## src/rtl/preg_refcount_alloc.sv

```systemverilog
module preg_refcount_alloc #(
  parameter int NUM_PREG = 64,
  parameter int NUM_ARCH = 32,
  parameter int CNT_W    = 3,
  parameter int INC_N    = 2,
  parameter int DEC_N    = 2,
  localparam int PW      = $clog2(NUM_PREG)
) (
  input  logic                  clk,
  input  logic                  rst_n,
  input  logic [1:0]            alloc_num_i,
  input  logic                  flush_i,
  input  logic [INC_N-1:0]      inc_vld_i,
  input  logic [INC_N*PW-1:0]   inc_preg_i,
  input  logic [DEC_N-1:0]      dec_vld_i,
  input  logic [DEC_N*PW-1:0]   dec_preg_i,
  output logic                  alloc_grant_o,
  output logic                  alloc_stall_o,
  output logic [PW-1:0]         alloc_preg0_o,
  output logic [PW-1:0]         alloc_preg1_o,
  output logic [PW:0]           free_cnt_o,
  output logic                  err_o
);
  localparam int SW = CNT_W + 3;
  localparam logic [CNT_W-1:0] CMAX = {CNT_W{1'b1}};

  logic [CNT_W-1:0] cnt   [NUM_PREG];
  logic [NUM_PREG-1:0] free_v, under_v, over_v;
  logic [PW-1:0] p0, p1;
  logic f0, f1;
  logic take0, take1;

  always_comb begin
    p0 = '0; p1 = '0; f0 = 1'b0; f1 = 1'b0;
    for (int i = 0; i < NUM_PREG; i++) begin
      if (free_v[i]) begin
        if (!f0) begin
          p0 = PW'(i); f0 = 1'b1;
        end else if (!f1) begin
          p1 = PW'(i); f1 = 1'b1;
        end
      end
    end
  end

  always_comb begin
    free_cnt_o = '0;
    for (int i = 0; i < NUM_PREG; i++) free_cnt_o = free_cnt_o + (PW+1)'(free_v[i]);
  end

  assign alloc_stall_o = (PW+1)'(alloc_num_i) > free_cnt_o;
  assign alloc_grant_o = (alloc_num_i != 2'd0) && !alloc_stall_o && !flush_i;
  assign take0 = alloc_grant_o;
  assign take1 = alloc_grant_o && (alloc_num_i == 2'd2);
  assign alloc_preg0_o = p0;
  assign alloc_preg1_o = p1;

  for (genvar g = 0; g < NUM_PREG; g++) begin : g_reg
    logic [SW-1:0] add, sub, sum;
    logic [CNT_W-1:0] nxt;

    assign free_v[g] = (cnt[g] == '0);

    always_comb begin
      add = '0;
      sub = '0;
      if (take0 && p0 == PW'(g)) add = add + SW'(1);
      if (take1 && p1 == PW'(g)) add = add + SW'(1);
      for (int k = 0; k < INC_N; k++)
        if (inc_vld_i[k] && inc_preg_i[k*PW +: PW] == PW'(g)) add = add + SW'(1);
      for (int k = 0; k < DEC_N; k++)
        if (dec_vld_i[k] && dec_preg_i[k*PW +: PW] == PW'(g)) sub = sub + SW'(1);
      sum = SW'(cnt[g]) + add;
      under_v[g] = 1'b0;
      over_v[g]  = 1'b0;
      if (sum < sub) begin
        under_v[g] = 1'b1;
        nxt = '0;
      end else if (sum - sub > SW'(CMAX)) begin
        over_v[g] = 1'b1;
        nxt = CMAX;
      end else begin
        nxt = CNT_W'(sum - sub);
      end
    end

    always_ff @(posedge clk or negedge rst_n) begin
      if (!rst_n) cnt[g] <= (g < NUM_ARCH) ? CNT_W'(1) : '0;
      else        cnt[g] <= nxt;
    end

    p_take_free_r2: assert property (@(posedge clk) disable iff (!rst_n)
      (take0 && p0 == PW'(g)) |-> cnt[g] == '0);
    p_keep_live_r7: assert property (@(posedge clk) disable iff (!rst_n)
      (cnt[g] != '0 && sub == '0) |=> cnt[g] != '0);
  end

  always_ff @(posedge clk or negedge rst_n) begin
    if (!rst_n) err_o <= 1'b0;
    else        err_o <= err_o | (|under_v) | (|over_v);
  end

  p_pair_distinct_r2: assert property (@(posedge clk) disable iff (!rst_n)
    (alloc_grant_o && alloc_num_i == 2'd2) |-> alloc_preg0_o != alloc_preg1_o);
  p_stall_blocks_r3: assert property (@(posedge clk) disable iff (!rst_n)
    alloc_stall_o |-> !alloc_grant_o);
  p_flush_blocks_r4: assert property (@(posedge clk) disable iff (!rst_n)
    flush_i |-> !alloc_grant_o);
  p_err_sticky_r10: assert property (@(posedge clk) disable iff (!rst_n)
    err_o |=> err_o);
  p_pool_bound_r1: assert property (@(posedge clk) disable iff (!rst_n)
    free_cnt_o <= (PW+1)'(NUM_PREG));
endmodule

```

## config.mk

```make
export PLATFORM = sky130hd
export DESIGN_NAME = preg_refcount_alloc
export DESIGN_NICKNAME = d
export VERILOG_FILES = /design/src/rtl/preg_refcount_alloc.sv
export SDC_FILE = /design/constraint.sdc
export NUM_CORES = 2
export LEC_CHECK = 0
export ABC_AREA = 1
export CORE_UTILIZATION = 40
export DETAILED_ROUTE_END_ITERATION = 6
export DONT_BUFFER_PORTS = 1
export SETUP_SLACK_MARGIN = 0.3
export SYNTH_ARGS = -nofsm -noshare
export SYNTH_HDL_FRONTEND = slang
export SYNTH_SLANG_ARGS = --single-unit
```

## constraint.sdc

```tcl
create_clock -name clk -period 14.15 [get_ports clk]
set_input_delay 2.83 -clock clk [delete_from_list [all_inputs] [get_ports clk]]
set_output_delay 2.83 -clock clk [all_outputs]
set_load 0.01 [all_outputs]
```

# --- Word-level counts from Yosys, hierarchy flattened ---
# Cells that the tools add are included.
classes:
  addsub: 447
  magnitude_cmp: 129
  n_eq_ne: 379
  mux: 1205
  bitwise: 2
  reduce_logical: 462
ops:
  columns: ["cell", "n"]
  rows:
  - ["6-bit two-way mux", 568]
  - ["6-bit by 1-bit adder with 6-bit output, second input constant", 256]
  - ["6-bit equality test, second input constant", 192]
  - ["6-bit by 5-bit equality test with 1-bit output, second input constant", 96]
  - ["1-bit two-way mux", 509]
  - ["7-bit by 1-bit adder with 7-bit output", 57]
  - ["1-bit logical AND", 387]
  - ["3-bit by 6-bit adder with 6-bit output", 64]
  - ["6-bit by 3-bit greater-than comparator with 1-bit output, second input constant", 64]
  - ["6-bit < comparator", 64]
  - ["3-bit two-way mux", 128]
  - ["6-bit subtractor", 64]
  - ["6-bit by 4-bit equality test with 1-bit output, second input constant", 48]
  - ["3-bit logical NOT", 64]
  - ["6-bit by 3-bit equality test with 1-bit output, second input constant", 24]
  - ["64-bit OR reduction", 2]
  - ["6-bit by 2-bit equality test with 1-bit output, second input constant", 12]
  - ["6-bit by 1-bit equality test with 1-bit output, second input constant", 6]
  - ["6-bit logical NOT", 6]
  - ["6-bit by 1-bit adder with 7-bit output", 1]
  - ["2-bit by 7-bit greater-than comparator with 1-bit output", 1]
  - ["5-bit by 1-bit adder with 6-bit output", 1]
  - ["4-bit by 1-bit adder with 5-bit output", 1]
  - ["3-bit by 1-bit adder with 4-bit output", 1]
  - ["6 further kinds", 8]
totals:
  reg_bits: 193
  input_bits: 33
  output_inout_bits: 22
  wordCells: 2689

# --- Depth between registers and ports, before layout ---
logic_depth:
  depth_word: 204
  depth_mapped: 117
  mapped_depth_nobuf: 117

# --- Worst setup path before layout ---
# Ideal clock, no wire load.
synth_path:
  path_type: "reg2reg"
  from: "register cnt[49] (netlist name)"
  to: "register err_o"
  setup_time_ns: 0.139
  t_arrival_ns: 11.923
  required_time_ns: 14.011
  setup_slack_ns: 2.088
  stages_incl_launch_ff: 48
  path_buffers: 2
  path_cell_list: "dfrtp_1 -> nor3_1 -> inv_1 -> fa_1 -> inv_1 -> fa_1 -> inv_1 -> fa_1 -> fa_1 -> fa_1 -> fa_1 -> fa_1 -> inv_1 -> fa_1 -> ha_1 -> fa_1 -> inv_1 -> ha_1 -> [12 not listed] -> ha_1 -> or2_2 -> nand2_1 -> inv_1 -> ha_1 -> mux2_2 -> fa_1 -> inv_1 -> fa_1 -> inv_1 -> nor2_1 -> inv_1 -> nand3_1 -> o21ai_0 -> o22ai_1 -> nor4_1 -> nand4_1 -> or4_1"
synth_rtl:
  columns: ["element", "line", "source"]
  rows:
  - ["start: declaration", "27", "logic [CNT_W-1:0] cnt [NUM_PREG];"]
  - ["start signal: indexed assignment", "88", "if (!rst_n) cnt[g] <= (g < NUM_ARCH) ? CNT_W'(1) : '0;"]
  - ["start signal: indexed assignment", "89", "else cnt[g] <= nxt;"]
  - ["3-bit logical NOT *", "62", "assign free_v[g] = (cnt[g] == '0);"]
  - ["7-bit by 1-bit adder with 7-bit output * (17 in series)", "48", "for (int i = 0; i < NUM_PREG; i++) free_cnt_o = free_cnt_o + (PW+1)'(free_v[i]);"]
  - ["named net free_cnt_o[1]", "21", "output logic [PW:0] free_cnt_o,"]
  - ["2-bit by 7-bit greater-than comparator with 1-bit output *", "51", "assign alloc_stall_o = (PW+1)'(alloc_num_i) > free_cnt_o;"]
  - ["named net alloc_stall_o", "18", "output logic alloc_stall_o,"]
  - ["1-bit logical NOT *", "52", "assign alloc_grant_o = (alloc_num_i != 2'd0) && !alloc_stall_o && !flush_i;"]
  - ["1-bit logical AND * (2 in series)", "52", null]
  - ["named net alloc_grant_o", "17", "output logic alloc_grant_o,"]
  - ["[7 not listed]", null, null]
  - ["6-bit two-way mux", "70", "if (inc_vld_i[k] && inc_preg_i[k*PW +: PW] == PW'(g)) add = add + SW'(1);"]
  - ["3-bit by 6-bit adder with 6-bit output", "73", "sum = SW'(cnt[g]) + add;"]
  - ["6-bit subtractor", null, null]
  - ["6-bit by 3-bit greater-than comparator with 1-bit output", "79", "end else if (sum - sub > SW'(CMAX)) begin"]
  - ["1-bit two-way mux", "79", null]
  - ["1-bit two-way mux", "76", "if (sum < sub) begin"]
  - ["64-bit OR reduction", "100", "else err_o <= err_o | (|under_v) | (|over_v);"]
  - ["1-bit bitwise OR *", "100", null]
  - ["end signal: assignment", "100", null]
  - ["end: declaration", "22", "output logic err_o"]
# Mark *: on every way through the listed nets, which the timed path passes. The rest lies on a longest branch.

# --- Worst setup path in the final report ---
layout_path:
  from: "register cnt[157] (netlist name)"
  to: "register err_o"
layout_rtl:
  columns: ["element", "line", "source"]
  rows:
  - ["3-bit logical NOT *", "62", null]
  - ["7-bit by 1-bit adder with 7-bit output * (53 in series)", "48", null]
  - ["named net free_cnt_o[1]", "21", null]
  - ["2-bit by 7-bit greater-than comparator with 1-bit output *", "51", null]
  - ["1-bit logical NOT *", "52", null]
  - ["1-bit logical AND * (2 in series)", "52", null]
  - ["named net alloc_grant_o", "17", null]
  - ["1-bit logical AND", "67", "if (take0 && p0 == PW'(g)) add = add + SW'(1);"]
  - ["[6 not listed]", null, null]
  - ["6-bit two-way mux", "70", null]
  - ["3-bit by 6-bit adder with 6-bit output", "73", null]
  - ["6-bit subtractor", null, null]
  - ["6-bit by 3-bit greater-than comparator with 1-bit output", "79", null]
  - ["1-bit two-way mux", "79", null]
  - ["1-bit two-way mux", "76", null]
  - ["64-bit OR reduction", "100", null]
  - ["1-bit bitwise OR *", "100", null]
# Marked as above.

==> results summary <==
The post-synthesis cell type count is 59. The largest stage delay on the critical path is 1.02 ns. The share of synthesized registers carrying an async set or reset came out at 100.0%. The peak ir drop on the vdd network came out at 0.2120 mV. The critical path runs through a total of 45 cells. The area growth from synthesis to layout is 13.05%. The die covers 86100 sq um. The critical-path maximum fanout is 10. Entering global routing, the biggest net connects 194 pins. The worst relative slew slack came out at 14.20%. The library cell used as clock root buffer is sky130_fd_sc_hd__clkbuf_16. The remaining number of nets flagged by the antenna check after routing is 0. The routed layout has 31.90k vias. The core area came out at 83820 sq um. The fraction of the cycle the final worst path needs is 96.98%.

The share of post-route cells with drive strength above 1 is 14.14%. The detailed router finished its first iteration with 2715 violations. The library cell appearing most often on the critical path is sky130_fd_sc_hd__fa_1. The sequential share of the synthesized area came out at 14.33%. The power density over cell area came out at 156.0 nW/um^2. sky130_fd_sc_hd__inv_1 is the most common cell in the netlist.

The clock tree synthesis step divided the H-tree into 4 levels. The layout net count came out at 5573. The instance area after placement came out at 36050 sq um. The total global-route track usage is 28.68%. The effective utilization at floorplan is 40.53%.

The average instance in the mapped netlist occupies 7.339 sq um. The startpoint class of the critical path is a flip-flop. Setup repair after global routing could not meet its margin everywhere.

The worst-case clock buffer depth is 2. The final core utilization came out at 45.82%. In this run the critical register-to-register path is launched from cnt[157].

The floorplan step set the die height to 293.4 um. The clock sink count came out at 193. The number of maximum-capacitance violations is 0. The required arrival time at the worst endpoint is 14.55 ns. The final wirelength is 123900 um. The post-synthesis net count is 5442.

The depth of the most critical reg-to-reg path is 45. The sequential cells in the finished layout cover a total of 4870 sq um. The most critical setup path has its endpoint at err_o. The synthesis-stage register bit count came out at 193. The final setup skew came out at 0.01714 ns. The number of optimization iterations in the first detailed-route pass is 6. The run finished with clean final reports. The TritonCTS clock tree is done. The first global-routing pass estimated 183300 um of wire.

55 I/O pins were placed. The synthesis warning total came out at 0. Data on the critical path arrives at its endpoint at 14.12 ns. The floorplan has 106 rows. In the synthesized netlist, the cells that appear most often are sky130_fd_sc_hd__inv_1, sky130_fd_sc_hd__nor2_1, sky130_fd_sc_hd__ha_1.

The routability-driven placement congestion ratio is 1.023. Setup violations remaining at the end of the flow were counted as 0. The actual slew at the worst max-slew pin is 1.277 ns.

STA classifies the critical path endpoint as a flip-flop. The hold violation count in the final report came to 0. The number of cells produced by synthesis came out at 4629. The wire-length estimate of the detail-placed layout is 99790 um. Among all stages on the critical path, the largest delay is contributed by sky130_fd_sc_hd__nor3_1. In this run the critical register-to-register path is captured at err_o. The die extent in x came out at 293.4 um. Tracing the worst setup path back leads to its startpoint at cnt[157].

The max-slew violation count is 0. Summed over all failing endpoints, the final setup total negative slack is 0 ns. The multi-input combinational cell area came out at 26630 sq um. The minimum setup slack among reg-to-reg paths is 0.43 ns. The port buffer count is 0. The total congestion overflow after global routing is 0. The worst-case setup margin in the final layout is 0.4268 ns. The count of flip-flops with a built-in enable after synthesis is 0. The vias per cell came out at 5.398.

The wire length per cell came out at 20.97 um. Prior to clock tree synthesis, the placed netlist has a worst setup slack of -0.2147 ns. The number of global-route vias before repair came out at 30.42k. The number of CTS-inserted buffers came out at 17. The critical path is of the flip-flop to flip-flop type. The number of antenna violations at the first check in global routing was 3. The combined buffer and inverter count along the critical path came out at 13. The area fraction of the dominant cell type after synthesis is 22.02%. The tightest min-delay check is of the flip-flop to flip-flop type. The number of filler instances in the final layout came out at 8520. Grouping stages by cell kind, the critical path spends the most delay in adder cells. The DRC violation count after routing came out at 0. The minimum clock period after layout is 13.72 ns. The synthesized cell area came out at 33970 sq um.

The CTS clock-pin slew for the worst setup and hold paths came out at 0.08 ns. The later-pin clock latency in the skew report came out at 0.53 ns. The final instance area is 38410 sq um. The leakage power figure came out at 19.55 nW. For this run, the leading register cell type out of synthesis is sky130_fd_sc_hd__dfrtp_1. Summed over all instances, the cell type with the most area after synthesis is sky130_fd_sc_hd__ha_1. The upper clock frequency limit is 72.87 MHz. By area the synthesized netlist is led by sky130_fd_sc_hd__ha_1, sky130_fd_sc_hd__dfrtp_1, sky130_fd_sc_hd__fa_1.
timing repair:
action                     CTS  global route
gates resized for setup     20           311
hold buffers                 0             0
pin swaps                    0            77
gates cloned                 0             2
setup endpoints to repair    1           153
setup buffers                1            55
metrics by stage:
step / power, mW / cells / hold WS [ns]
after global routing: 6.468 / 5907 / 0.8873
after global placement: 4.810 / 5817 / 0.8200
after CTS: 5.464 / 5850 / 0.8367
after floorplan: 3.556 / 4629 / 0.6267
after detailed placement: 4.846 / 5817 / 0.8243
final: 5.993 / 5910 / 0.8342
sequential cells by signal, indices dropped and copies added (netlist names):
register	count
err_o	1
cnt	192
cell usage in the layout, fill, tap and decap left out, types with 65 or more instances in the layout:
master	count
sky130_fd_sc_hd__nand3_1	176
sky130_fd_sc_hd__inv_2	90
sky130_fd_sc_hd__nand2_1	482
sky130_fd_sc_hd__xnor2_1	116
sky130_fd_sc_hd__o21ai_0	195
sky130_fd_sc_hd__nor2_1	592
sky130_fd_sc_hd__nand4_1	95
sky130_fd_sc_hd__buf_4	146
sky130_fd_sc_hd__a31oi_1	68
sky130_fd_sc_hd__nor3_1	68
sky130_fd_sc_hd__inv_1	851
sky130_fd_sc_hd__ha_1	588
sky130_fd_sc_hd__xor2_1	98
sky130_fd_sc_hd__dfrtp_1	161
sky130_fd_sc_hd__fa_1	180
sky130_fd_sc_hd__nor2_4	65
sky130_fd_sc_hd__a21oi_1	252
power by group:
| part | total, mW | switching [mW] | internal, mW |
|---|---|---|---|
| registers | 1.02 | 0.205 | 0.818 |
| clock network | 0.564 | 0.281 | 0.283 |
| logic | 4.41 | 2.85 | 1.56 |
worst register-to-register path: cells and delay by family, from the launching register on:
family,cells,cell delay [ns]
xor+xnor,1,0.20
simple gates,13,3.37
buf+inv,13,1.75
fa+ha+maj,15,6.84
flops,1,0.43
compound gates,2,0.72
mux,1,0.31
final cells by class:
class / instances / area share (%)
multi-input combinational: 3440 / 69.32
sequential: 193 / 12.68
inverter: 950 / 9.369
tap: 1134 / 3.694
timing repair buffer: 157 / 3.277
clock buffer: 17 / 1.108
clock inverter: 15 / 0.5050
timing repair inverter: 1 / 0.02280
antenna: 3 / 0.01955
how the worst min path moves through the flow:
stage / from / end / slack [ns] / cells past startpoint
after floorplan: err_o / err_o / 0.63 / 3
after global placement: cnt[9] / cnt[9] / 0.82 / 4
after detailed placement: cnt[3] / cnt[3] / 0.82 / 4
after CTS: cnt[3] / cnt[3] / 0.84 / 4
after global routing: cnt[90] / cnt[90] / 0.89 / 4
final: cnt[3] / cnt[3] / 0.83 / 4
logic make-up after synthesis:
| kind of cell | count (synthesis) | share of synthesized area [%] |
|---|---|---|
| AO/OA/AOI/OAI | 722 | 11.95 |
| XOR/XNOR | 257 | 6.625 |
| adder cells (fa/ha/maj) | 780 | 32.75 |
| buffers and inverters | 996 | 11.12 |
| flip-flops | 193 | 14.33 |
| multiplexers | 61 | 2.022 |
| AND/OR/NAND/NOR | 1620 | 21.20 |
metal layers:
metal / vias to the layer above / track usage, % / part of all wire [%]
li1: 15280 / - / -
met5: - / 0 / 0
met2: 1304 / 44.36 / 43
met1: 15020 / 37.86 / 42
met3: 300 / 6.800 / 10
met4: 0 / 12.73 / 5.4
Power figures use the tool's default switching activity.
